`config.mk`:
```
export PLATFORM = sky130hd
export DESIGN_NAME = ecc_rdret_scrub
export DESIGN_NICKNAME = d
export VERILOG_FILES = /design/src/rtl/ecc_rdret_pkg.sv /design/src/rtl/ecc_cfg_gate.sv /design/src/rtl/ecc_rsp_path.sv /design/src/rtl/ecc_err_log.sv /design/src/rtl/ecc_scrub_ctl.sv /design/src/rtl/ecc_rdret_scrub.sv
export SDC_FILE = /design/constraint.sdc
export NUM_CORES = 1
export LEC_CHECK = 0
export ABC_AREA = 1
export ABC_CLOCK_PERIOD_IN_PS = 2500
export CAP_MARGIN = 20
export CORE_AREA = 5 5 120 122
export DETAILED_ROUTE_END_ITERATION = 10
export DIE_AREA = 0 0 125 127
export DONT_BUFFER_PORTS = 1
export MAX_ROUTING_LAYER = met4
export PLACE_DENSITY = 0.59
export SLEW_MARGIN = 20
export SYNTH_ARGS = -nofsm -noshare
export SYNTH_HDL_FRONTEND = slang
export SYNTH_HIERARCHICAL = 1
export SYNTH_SLANG_ARGS = --single-unit
```
`constraint.sdc`:
```
create_clock -name clk -period 2.5 [get_ports clk]
set_clock_uncertainty 0.1 [all_clocks]
set_input_delay 0.5 -clock clk [delete_from_list [all_inputs] [get_ports clk]]
set_output_delay 0.5 -clock clk [all_outputs]
set_load 0.01 [all_outputs]
```
`src/rtl/ecc_rdret_pkg.sv`:
```
package ecc_rdret_pkg;

   localparam logic [2:0] MODE_ECC_ON = 3'b100;
   localparam logic [1:0] RESP_OKAY   = 2'b00;
   localparam logic [1:0] RESP_SLVERR = 2'b10;

   typedef enum logic [1:0] {
      BEAT_CLEAN  = 2'd0,
      BEAT_FIXED  = 2'd1,
      BEAT_UNCORR = 2'd2
   } beat_kind_e;

   typedef enum logic [1:0] {
      SCR_IDLE = 2'd0,
      SCR_REQ  = 2'd1,
      SCR_BUSY = 2'd2
   } scr_state_e;

   function automatic beat_kind_e classify(input logic [1:0] stat);
      if (stat[1])      return BEAT_UNCORR;
      else if (stat[0]) return BEAT_FIXED;
      else              return BEAT_CLEAN;
   endfunction

endpackage

```
`src/rtl/ecc_cfg_gate.sv`:
```
module ecc_cfg_gate
   import ecc_rdret_pkg::*;
(
   input  logic       clk,
   input  logic       rst_n,
   input  logic       soft_rst_n,
   input  logic [2:0] mode,
   input  logic       scrub_dis,
   output logic       ecc_on,
   output logic       scrub_on
);
   logic ecc_q;
   logic scrub_q;

   always_ff @(posedge clk or negedge rst_n) begin
      if (!rst_n) begin
         ecc_q   <= 1'b0;
         scrub_q <= 1'b0;
      end else if (!soft_rst_n) begin
         ecc_q   <= (mode == MODE_ECC_ON);
         scrub_q <= !scrub_dis;
      end
   end

   assign ecc_on   = ecc_q & soft_rst_n;
   assign scrub_on = scrub_q & ecc_q & soft_rst_n;
endmodule

```
`src/rtl/ecc_rsp_path.sv`:
```
module ecc_rsp_path
   import ecc_rdret_pkg::*;
#(
   parameter int DW = 32
)(
   input  logic          clk,
   input  logic          rst_n,
   input  logic          beat_ev,
   input  logic          ecc_on,
   input  beat_kind_e    kind,
   input  logic [DW-1:0] raw,
   input  logic [DW-1:0] fix,
   output logic          rsp_vld,
   output logic [DW-1:0] rsp_data,
   output logic [1:0]    rsp_resp
);
   logic [DW-1:0] data_d;
   logic [1:0]    resp_d;

   always_comb begin
      data_d = raw;
      resp_d = RESP_OKAY;
      if (ecc_on) begin
         if (kind == BEAT_FIXED)  data_d = fix;
         if (kind == BEAT_UNCORR) resp_d = RESP_SLVERR;
      end
   end

   always_ff @(posedge clk or negedge rst_n) begin
      if (!rst_n) begin
         rsp_vld  <= 1'b0;
         rsp_resp <= RESP_OKAY;
      end else begin
         rsp_vld <= beat_ev;
         if (beat_ev) rsp_resp <= resp_d;
      end
   end

   always_ff @(posedge clk) begin
      if (beat_ev) rsp_data <= data_d;
   end
endmodule

```
`src/rtl/ecc_err_log.sv`:
```
module ecc_err_log
   import ecc_rdret_pkg::*;
#(
   parameter int AW    = 16,
   parameter int CNT_W = 8
)(
   input  logic             clk,
   input  logic             rst_n,
   input  logic             beat_ev,
   input  logic             ecc_on,
   input  beat_kind_e       kind,
   input  logic [AW-1:0]    addr,
   output logic             log_vld,
   output logic             log_uncorr,
   output logic [AW-1:0]    log_addr,
   output logic [CNT_W-1:0] cnt_ce,
   output logic [CNT_W-1:0] cnt_ue
);
   localparam logic [CNT_W-1:0] CNT_MAX = {CNT_W{1'b1}};
   localparam int N_TYPES = 2;

   logic             err_ev;
   logic [CNT_W-1:0] cnt_q [N_TYPES];

   assign err_ev = beat_ev & ecc_on & (kind != BEAT_CLEAN);

   for (genvar t = 0; t < N_TYPES; t++) begin : g_cnt
      localparam beat_kind_e MATCH = (t == 0) ? BEAT_FIXED : BEAT_UNCORR;
      logic hit;
      assign hit = err_ev & (kind == MATCH);
      always_ff @(posedge clk or negedge rst_n) begin
         if (!rst_n)                        cnt_q[t] <= '0;
         else if (hit && cnt_q[t] != CNT_MAX) cnt_q[t] <= cnt_q[t] + 1'b1;
      end
   end

   always_ff @(posedge clk or negedge rst_n) begin
      if (!rst_n) begin
         log_vld    <= 1'b0;
         log_uncorr <= 1'b0;
      end else begin
         log_vld <= err_ev;
         if (err_ev) log_uncorr <= (kind == BEAT_UNCORR);
      end
   end

   always_ff @(posedge clk) begin
      if (err_ev) log_addr <= addr;
   end

   assign cnt_ce = cnt_q[0];
   assign cnt_ue = cnt_q[1];
endmodule

```
`src/rtl/ecc_scrub_ctl.sv`:
```
module ecc_scrub_ctl
   import ecc_rdret_pkg::*;
#(
   parameter int AW = 16,
   parameter int DW = 32
)(
   input  logic          clk,
   input  logic          rst_n,
   input  logic          soft_rst_n,
   input  logic          trig,
   input  logic [AW-1:0] addr,
   input  logic [DW-1:0] fix,
   input  logic          req_rdy,
   input  logic          done,
   output logic          req_vld,
   output logic [AW-1:0] req_addr,
   output logic [DW-1:0] req_data,
   output logic          busy
);
   scr_state_e st_q;
   logic       take;

   assign take = soft_rst_n & trig & (st_q == SCR_IDLE);

   always_ff @(posedge clk or negedge rst_n) begin
      if (!rst_n) begin
         st_q <= SCR_IDLE;
      end else if (!soft_rst_n) begin
         st_q <= SCR_IDLE;
      end else begin
         unique case (st_q)
            SCR_IDLE: if (take)    st_q <= SCR_REQ;
            SCR_REQ:  if (req_rdy) st_q <= SCR_BUSY;
            SCR_BUSY: if (done)    st_q <= SCR_IDLE;
            default:               st_q <= SCR_IDLE;
         endcase
      end
   end

   always_ff @(posedge clk) begin
      if (take) begin
         req_addr <= addr;
         req_data <= fix;
      end
   end

   assign req_vld = (st_q == SCR_REQ);
   assign busy    = (st_q == SCR_BUSY);
endmodule

```
`src/rtl/ecc_rdret_scrub.sv`:
```
module ecc_rdret_scrub
   import ecc_rdret_pkg::*;
#(
   parameter int AW    = 16,
   parameter int DW    = 32,
   parameter int CNT_W = 8
)(
   input  logic             clk,
   input  logic             rst_n,
   input  logic             soft_rst_n,
   input  logic [2:0]       cfg_ecc_mode,
   input  logic             cfg_scrub_dis,
   input  logic             rd_vld,
   input  logic [AW-1:0]    rd_addr,
   input  logic [DW-1:0]    rd_raw,
   input  logic [DW-1:0]    rd_fix,
   input  logic [1:0]       rd_stat,
   output logic             rsp_vld,
   output logic [DW-1:0]    rsp_data,
   output logic [1:0]       rsp_resp,
   output logic             log_vld,
   output logic             log_uncorr,
   output logic [AW-1:0]    log_addr,
   output logic [CNT_W-1:0] log_cnt_ce,
   output logic [CNT_W-1:0] log_cnt_ue,
   output logic             scr_req_vld,
   input  logic             scr_req_rdy,
   output logic [AW-1:0]    scr_addr,
   output logic [DW-1:0]    scr_data,
   output logic             scr_busy,
   input  logic             scr_done,
   input  logic             wr_vld,
   input  logic [AW-1:0]    wr_addr,
   input  logic [DW-1:0]    wr_data,
   input  logic [DW/8-1:0]  wr_strb,
   output logic             mem_wr_vld,
   output logic [AW-1:0]    mem_wr_addr,
   output logic [DW-1:0]    mem_wr_data,
   output logic [DW/8-1:0]  mem_wr_strb
);
   if (DW % 8 != 0 || DW < 8) begin : g_bad_dw
      $error("ecc_rdret_scrub: DW must be a nonzero multiple of 8");
   end
   if (AW < 1) begin : g_bad_aw
      $error("ecc_rdret_scrub: AW must be at least 1");
   end
   if (CNT_W < 1) begin : g_bad_cnt
      $error("ecc_rdret_scrub: CNT_W must be at least 1");
   end

   logic       ecc_on;
   logic       scrub_on;
   logic       beat_ev;
   beat_kind_e kind;

   assign beat_ev = rd_vld & soft_rst_n;
   assign kind    = classify(rd_stat);

   ecc_cfg_gate u_cfg (
      .clk       (clk),
      .rst_n     (rst_n),
      .soft_rst_n(soft_rst_n),
      .mode      (cfg_ecc_mode),
      .scrub_dis (cfg_scrub_dis),
      .ecc_on    (ecc_on),
      .scrub_on  (scrub_on)
   );

   ecc_rsp_path #(.DW(DW)) u_rsp (
      .clk     (clk),
      .rst_n   (rst_n),
      .beat_ev (beat_ev),
      .ecc_on  (ecc_on),
      .kind    (kind),
      .raw     (rd_raw),
      .fix     (rd_fix),
      .rsp_vld (rsp_vld),
      .rsp_data(rsp_data),
      .rsp_resp(rsp_resp)
   );

   ecc_err_log #(.AW(AW), .CNT_W(CNT_W)) u_log (
      .clk       (clk),
      .rst_n     (rst_n),
      .beat_ev   (beat_ev),
      .ecc_on    (ecc_on),
      .kind      (kind),
      .addr      (rd_addr),
      .log_vld   (log_vld),
      .log_uncorr(log_uncorr),
      .log_addr  (log_addr),
      .cnt_ce    (log_cnt_ce),
      .cnt_ue    (log_cnt_ue)
   );

   ecc_scrub_ctl #(.AW(AW), .DW(DW)) u_scr (
      .clk       (clk),
      .rst_n     (rst_n),
      .soft_rst_n(soft_rst_n),
      .trig      (beat_ev & scrub_on & (kind == BEAT_FIXED)),
      .addr      (rd_addr),
      .fix       (rd_fix),
      .req_rdy   (scr_req_rdy),
      .done      (scr_done),
      .req_vld   (scr_req_vld),
      .req_addr  (scr_addr),
      .req_data  (scr_data),
      .busy      (scr_busy)
   );

   assign mem_wr_vld  = wr_vld;
   assign mem_wr_addr = wr_addr;
   assign mem_wr_data = wr_data;
   assign mem_wr_strb = wr_strb;
endmodule

```
# Yosys cells after proc, flatten, opt, wreduce, memory -nomap -nowiden
# Index checks and enable logic that the tools add are counted.
# totals
in_bits	145
wordCells	54
register_bits	121
output_inout_bits	172
# classes
n_addsub	2
bitwise_logic	12
n_mux	11
reduce_logical	6
n_eq_ne	10
# ops
operator	n
32-bit two-way mux	2
8-bit by 1-bit adder with 8-bit output, second input constant	2
8-bit != test, second input constant	2
2-bit two-way mux	7
1-bit AND	12
3-bit by 2-bit != test with 1-bit output, second input constant	3
2-bit case mux with 3 select lines	1
2-bit by 1-bit == test with 1-bit output, second input constant	2
2-bit == test, second input constant	2
3-bit == test, second input constant	1
3-bit AND reduction	1
1-bit logical AND	2
2-bit logical NOT	1
2-bit nonzero test	1
1-bit logical NOT	1
1-bit two-way mux	1

# Longest topological paths before layout
# logic_depth
ltp_word	9
mapped_depth	10
depth_no_buf	10

# Cells and area by module
# The synthesis kept the hierarchy.
# modules_own_cells
module	cells_per_inst	instances	area_each_um2	seq_area_each_um2
ecc_rsp_path	153	1	1614.0	1011.0
ecc_scrub_ctl	65	1	1561.5	1491.4
ecc_err_log	157	1	1547.7	930.9
ecc_rdret_scrub	60	1	430.4	0.0
ecc_cfg_gate	13	1	97.6	50.0

# Worst setup path before layout
# No wires, ideal clock.
# synth_path
kind	input port to flip-flop
from	in rd_vld
to	reg u_log.log_addr[0] (enable)
arrival_ns	2.343
cell_stages	4
slack_ns	-0.340
path_cell_list	nand2_1 inv_1 nand2_4 a21oi_1
# synth_via
elab_chain_cells	3
# synth_lines
element	line_no	source
from (decl)	ecc_rdret_scrub.sv:13	input logic rd_vld,
1-bit AND	ecc_rdret_scrub.sv:56	assign beat_ev = rd_vld & soft_rst_n;
named net beat_ev	ecc_rdret_scrub.sv:53	logic beat_ev;
1-bit AND (2 in a row)	ecc_err_log.sv:25	assign err_ev = beat_ev & ecc_on & (kind != BEAT_CLEAN);
named net u_log.err_ev	ecc_err_log.sv:22	logic err_ev;
to (signal assigned)	ecc_err_log.sv:48	if (err_ev) log_addr <= addr;
to (decl)	ecc_err_log.sv:15	output logic [AW-1:0] log_addr,
# The timed path passes the listed nets, and every way through them passes these cells.
# A chain may end at the register's enable or synchronous reset.

# Final worst setup path
# layout_path
from	reg u_cfg.scrub_q
to	reg u_scr.req_addr[2] (enable)
# layout_via
elab_chain_cells	6
# layout_lines
element	line_no	source
from (decl)	ecc_cfg_gate.sv:13	logic scrub_q;
from (signal assigned)	ecc_cfg_gate.sv:21	scrub_q <= !scrub_dis;
1-bit AND (2 in a row)	ecc_cfg_gate.sv:26	assign scrub_on = scrub_q & ecc_q & soft_rst_n;
named net scrub_on	ecc_rdret_scrub.sv:52	logic scrub_on;
1-bit AND (2 in a row)	ecc_rdret_scrub.sv:100	.trig (beat_ev & scrub_on & (kind == BEAT_FIXED)),
1-bit AND (2 in a row)	ecc_scrub_ctl.sv:23	assign take = soft_rst_n & trig & (st_q == SCR_IDLE);
named net u_scr.take	ecc_scrub_ctl.sv:21	logic take;
to (signal assigned)	ecc_scrub_ctl.sv:42	req_addr <= addr;
to (decl)	ecc_scrub_ctl.sv:16	output logic [AW-1:0] req_addr,
# The timed path passes the listed nets, and every way through them passes these cells.

==> results.py <==
metrics = {
    "outcome": {
        "status": "finished clean",
    },
    "global_routing": {
        "grt_max_degree": 40,
        "globalRouteOverflowTotal": 0,
        "grt_pass1_vias": 3107,
        "track_usage_pct": 17.89,
        "antenna_found_initial": 0,
        "grt_pass1_wl_mm": 20.36,
    },
    "clock_network": {
        "cts_tree": "yes",
        "insertion_delay_ns": 0.40,
        "cts_inserted_buffers": 17,
        "clk_root_buffer_cell": "clkbuf_16",
        "cts_sinks": 120,
        "clk_pin_slew_ns": 0.06,
        "clock_path_buffers": 2,
        "cts_max_level": 4,
    },
    "timing": {
        "period_needed_ns": 1.725,
        "hold_violations": 0,
        "setup_ws_ns": 0.7750,
        "tightest_slew_ns": 0.5036,
        "fin_crit_sh_pct": 69.00,
        "slew_headroom_pct": 66.43,
        "setup_viol": 0,
        "rsz0062_at_grt": "no",
        "final_max_slew_viol_count": 0,
        "fmax_mhz": 579.7,
        "setup_tns_ns": 0,
    },
    "hold_path": {
        "timing.hold.worst.class": "in -> reg",
    },
    "setup_path": {
        "cp.required_ns": 2.49,
        "end_kind": "flip-flop",
        "crit_type": "reg -> reg",
        "cp.arrival_ns": 1.71,
        "critPathLaunchType": "flip-flop",
        "critPathMaxFanout": 39,
    },
    "layout": {
        "mostFrequentLayoutCells": "nand2_1 (135), edfxtp_1 (96), nand4_1 (37), dfrtp_1 (24), inv_1 (23)",
        "syn_to_final_growth_pct": 8.649,
        "final_common_cell": "nand2_1",
        "num-fill-cells": 1196,
        "postLayoutCoreUtil_pct": 43.60,
        "diodes": 0,
        "nets": 555,
        "drive_gt1_share_pct": 15.91,
    },
    "synth": {
        "syn_nets": 595,
        "synth-seq-cells": 120,
        "ys_types": 30,
        "yosysSeqAreaShare_pct": 66.33,
        "syn_avg_cell_area_sq_um": 11.72,
        "synth_cells": 448,
        "async_flop_share_pct": 20.00,
        "synthFlopType": "edfxtp_1",
        "synth_area_leaders": "edfxtp_1 (55%), dfrtp_1 (11%), nand2_1 (9.6%), buf_4 (8.9%), nand4_1 (4.4%)",
        "synth_edf_count": 96,
        "yosysWarnings": 6,
        "synth_top_area_share_pct": 54.90,
        "synthesis.area_sq_um": 5251,
        "yosysTopAreaCell": "edfxtp_1",
    },
    "placed_design": {
        "pre_cts_ws_ns": 0.6067,
        "routabilityCongestion": 0.8095,
        "place.detailed.hpwl_mm": 10.78,
        "portBuffers": 0,
    },
    "power_and_ir_drop": {
        "power_frac_clock_pct": 52.7,
        "p_int_mw": 4.011,
        "ir_drop_v": 0.0003228,
        "p_switching_mw": 1.001,
        "p_comb_share_pct": 2.4,
        "p_seq_share_pct": 44.9,
        "p_leak_nw": 2.255,
        "switching_share_pct": 19.97,
        "p_per_area_nw_per_um2": 878.5,
    },
    "detailed_routing": {
        "via_count": 3016,
        "wl_met2_mm": 7.687,
        "dr.first_iter.drc_count": 157,
        "routedWlPerCell_um": 23.47,
        "dr.max_layer_used": "met4",
        "wl_met3_mm": 1.668,
        "firstDrtPassIters": 5,
        "routed_wl_mm": 14.01,
        "vias_per_cell": 5.052,
        "ant_nets": 0,
        "met1Wirelength_mm": 4.374,
        "drcViolationCount": 0,
    },
    "floorplanning": {
        "pin_count": 317,
        "core_area_sq_um": 13090,
        "rows": 42,
        "fp.dieH_um": 127,
        "die_area_sq_um": 15880,
        "initial_core_util_pct": 40.13,
        "die_w_um": 125,
    },
    "flow_run": {
        "max_cap_violations": 0,
    },
}
## critical path, cell delays in order, from the launching register on
cell     delay (ns)
dfrtp_1        0.34
inv_1          0.05
nor2_2         0.09
nand3_1        0.08
nor2_2         0.11
nand3_1        0.12
inv_2          0.22
buf_12         0.26
## through the flow
step	instances	hold WS (ns)	total power [mW]	area [sq um]
2_1_floorplan	448	0.1044	2.454	5255
3_3_place_gp	563	0.1052	2.395	5026
3_5_place_dp	563	0.1052	2.399	5026
4_1_cts	597	0.06021	5.082	5705
5_1_grt	597	0.05688	5.182	5705
6_report	597	0.08912	5.012	5705
## final timing paths
| path | from | endpoint | slack, ns | depth (start not counted) |
|---|---|---|---|---|
| max | u_cfg/scrub_q | u_scr/req_addr[2] | 0.78 | 7 |
| min | rd_addr[0] | u_log/log_addr[0] | 0.09 | 0 |
| max reg2reg | u_cfg/scrub_q | u_scr/req_addr[2] | 0.78 | 7 |
| min reg2reg | u_cfg/scrub_q | u_cfg/scrub_q | 0.38 | 2 |
| max in group asynchronous | rst_n | u_scr/st_q[0] | 1.71 | 2 |
| min in group asynchronous | rst_n | u_log/cnt_ue[0] | 0.42 | 2 |
## flip-flops by register name (all words and copies together), names as in the netlist, 2 cells and up
signal and flops:
u_scr/st_q 2, u_rsp/rsp_data 32, u_log/cnt_ue 8, u_log/cnt_ce 8, u_scr/req_data 32, u_log/log_addr 16
u_scr/req_addr 16
## power by group through the flow
stage          combinational (mW)  clock, mW  sequential (mW)
2_1_floorplan               0.175          0             2.28
3_3_place_gp                0.105          0             2.29
3_5_place_dp                0.107          0             2.29
4_1_cts                     0.121       2.71             2.25
5_1_grt                     0.138       2.79             2.25
6_report                    0.120       2.64             2.25
## cell type report
| cell class | count | area, sq um | area share (%) |
|---|---|---|---|
| Inverter | 32 | 127.6 | 2.237 |
| Clock buffer | 17 | 425.4 | 7.456 |
| Timing Repair Buffer | 9 | 95.09 | 1.667 |
| Tap cell | 176 | 220.2 | 3.860 |
| Sequential cell | 120 | 3483 | 61.05 |
| Multi-Input combinational cell | 228 | 1130 | 19.80 |
| Clock inverter | 15 | 224.0 | 3.925 |
## repair_timing
item                                    4_1_cts  5_1_grt
buffers inserted                              0        0
resized for setup                             0        0
endpoints found under the setup margin        0        0
hold buffers                                  2        0
endpoints found under the hold margin        24        0
## Yosys cell counts, types with 2 or more instances
cell type,number
inv_1,24
xor2_1,2
nor2_2,4
edfxtp_1,96
inv_2,6
nand2_4,3
nand4_1,37
nand2_1,135
ha_1,2
buf_4,62
nor2_4,4
nor2_1,14
nand3_1,9
buf_2,3
o21ai_1,2
xnor2_1,3
dfrtp_1,24
buf_6,3
nand2_2,4
## kinds of logic after synthesis
group | after synthesis | share of synthesized area, %
buf+inv | 100 | 12.22
fa+ha+maj | 2 | 0.4765
compound gates | 7 | 0.8339
xor+xnor | 5 | 0.8341
simple gates | 213 | 19.23
flops | 120 | 66.33
other cells | 1 | 0.07141
## metal layers
metal,vias to the layer above,GRT usage (%)
met4,0,7.653
li1,1377,-
met3,34,9.098
met5,-,-
met2,196,32.02
met1,1409,15.83
Note: power is estimated with default switching activity, not from simulation.
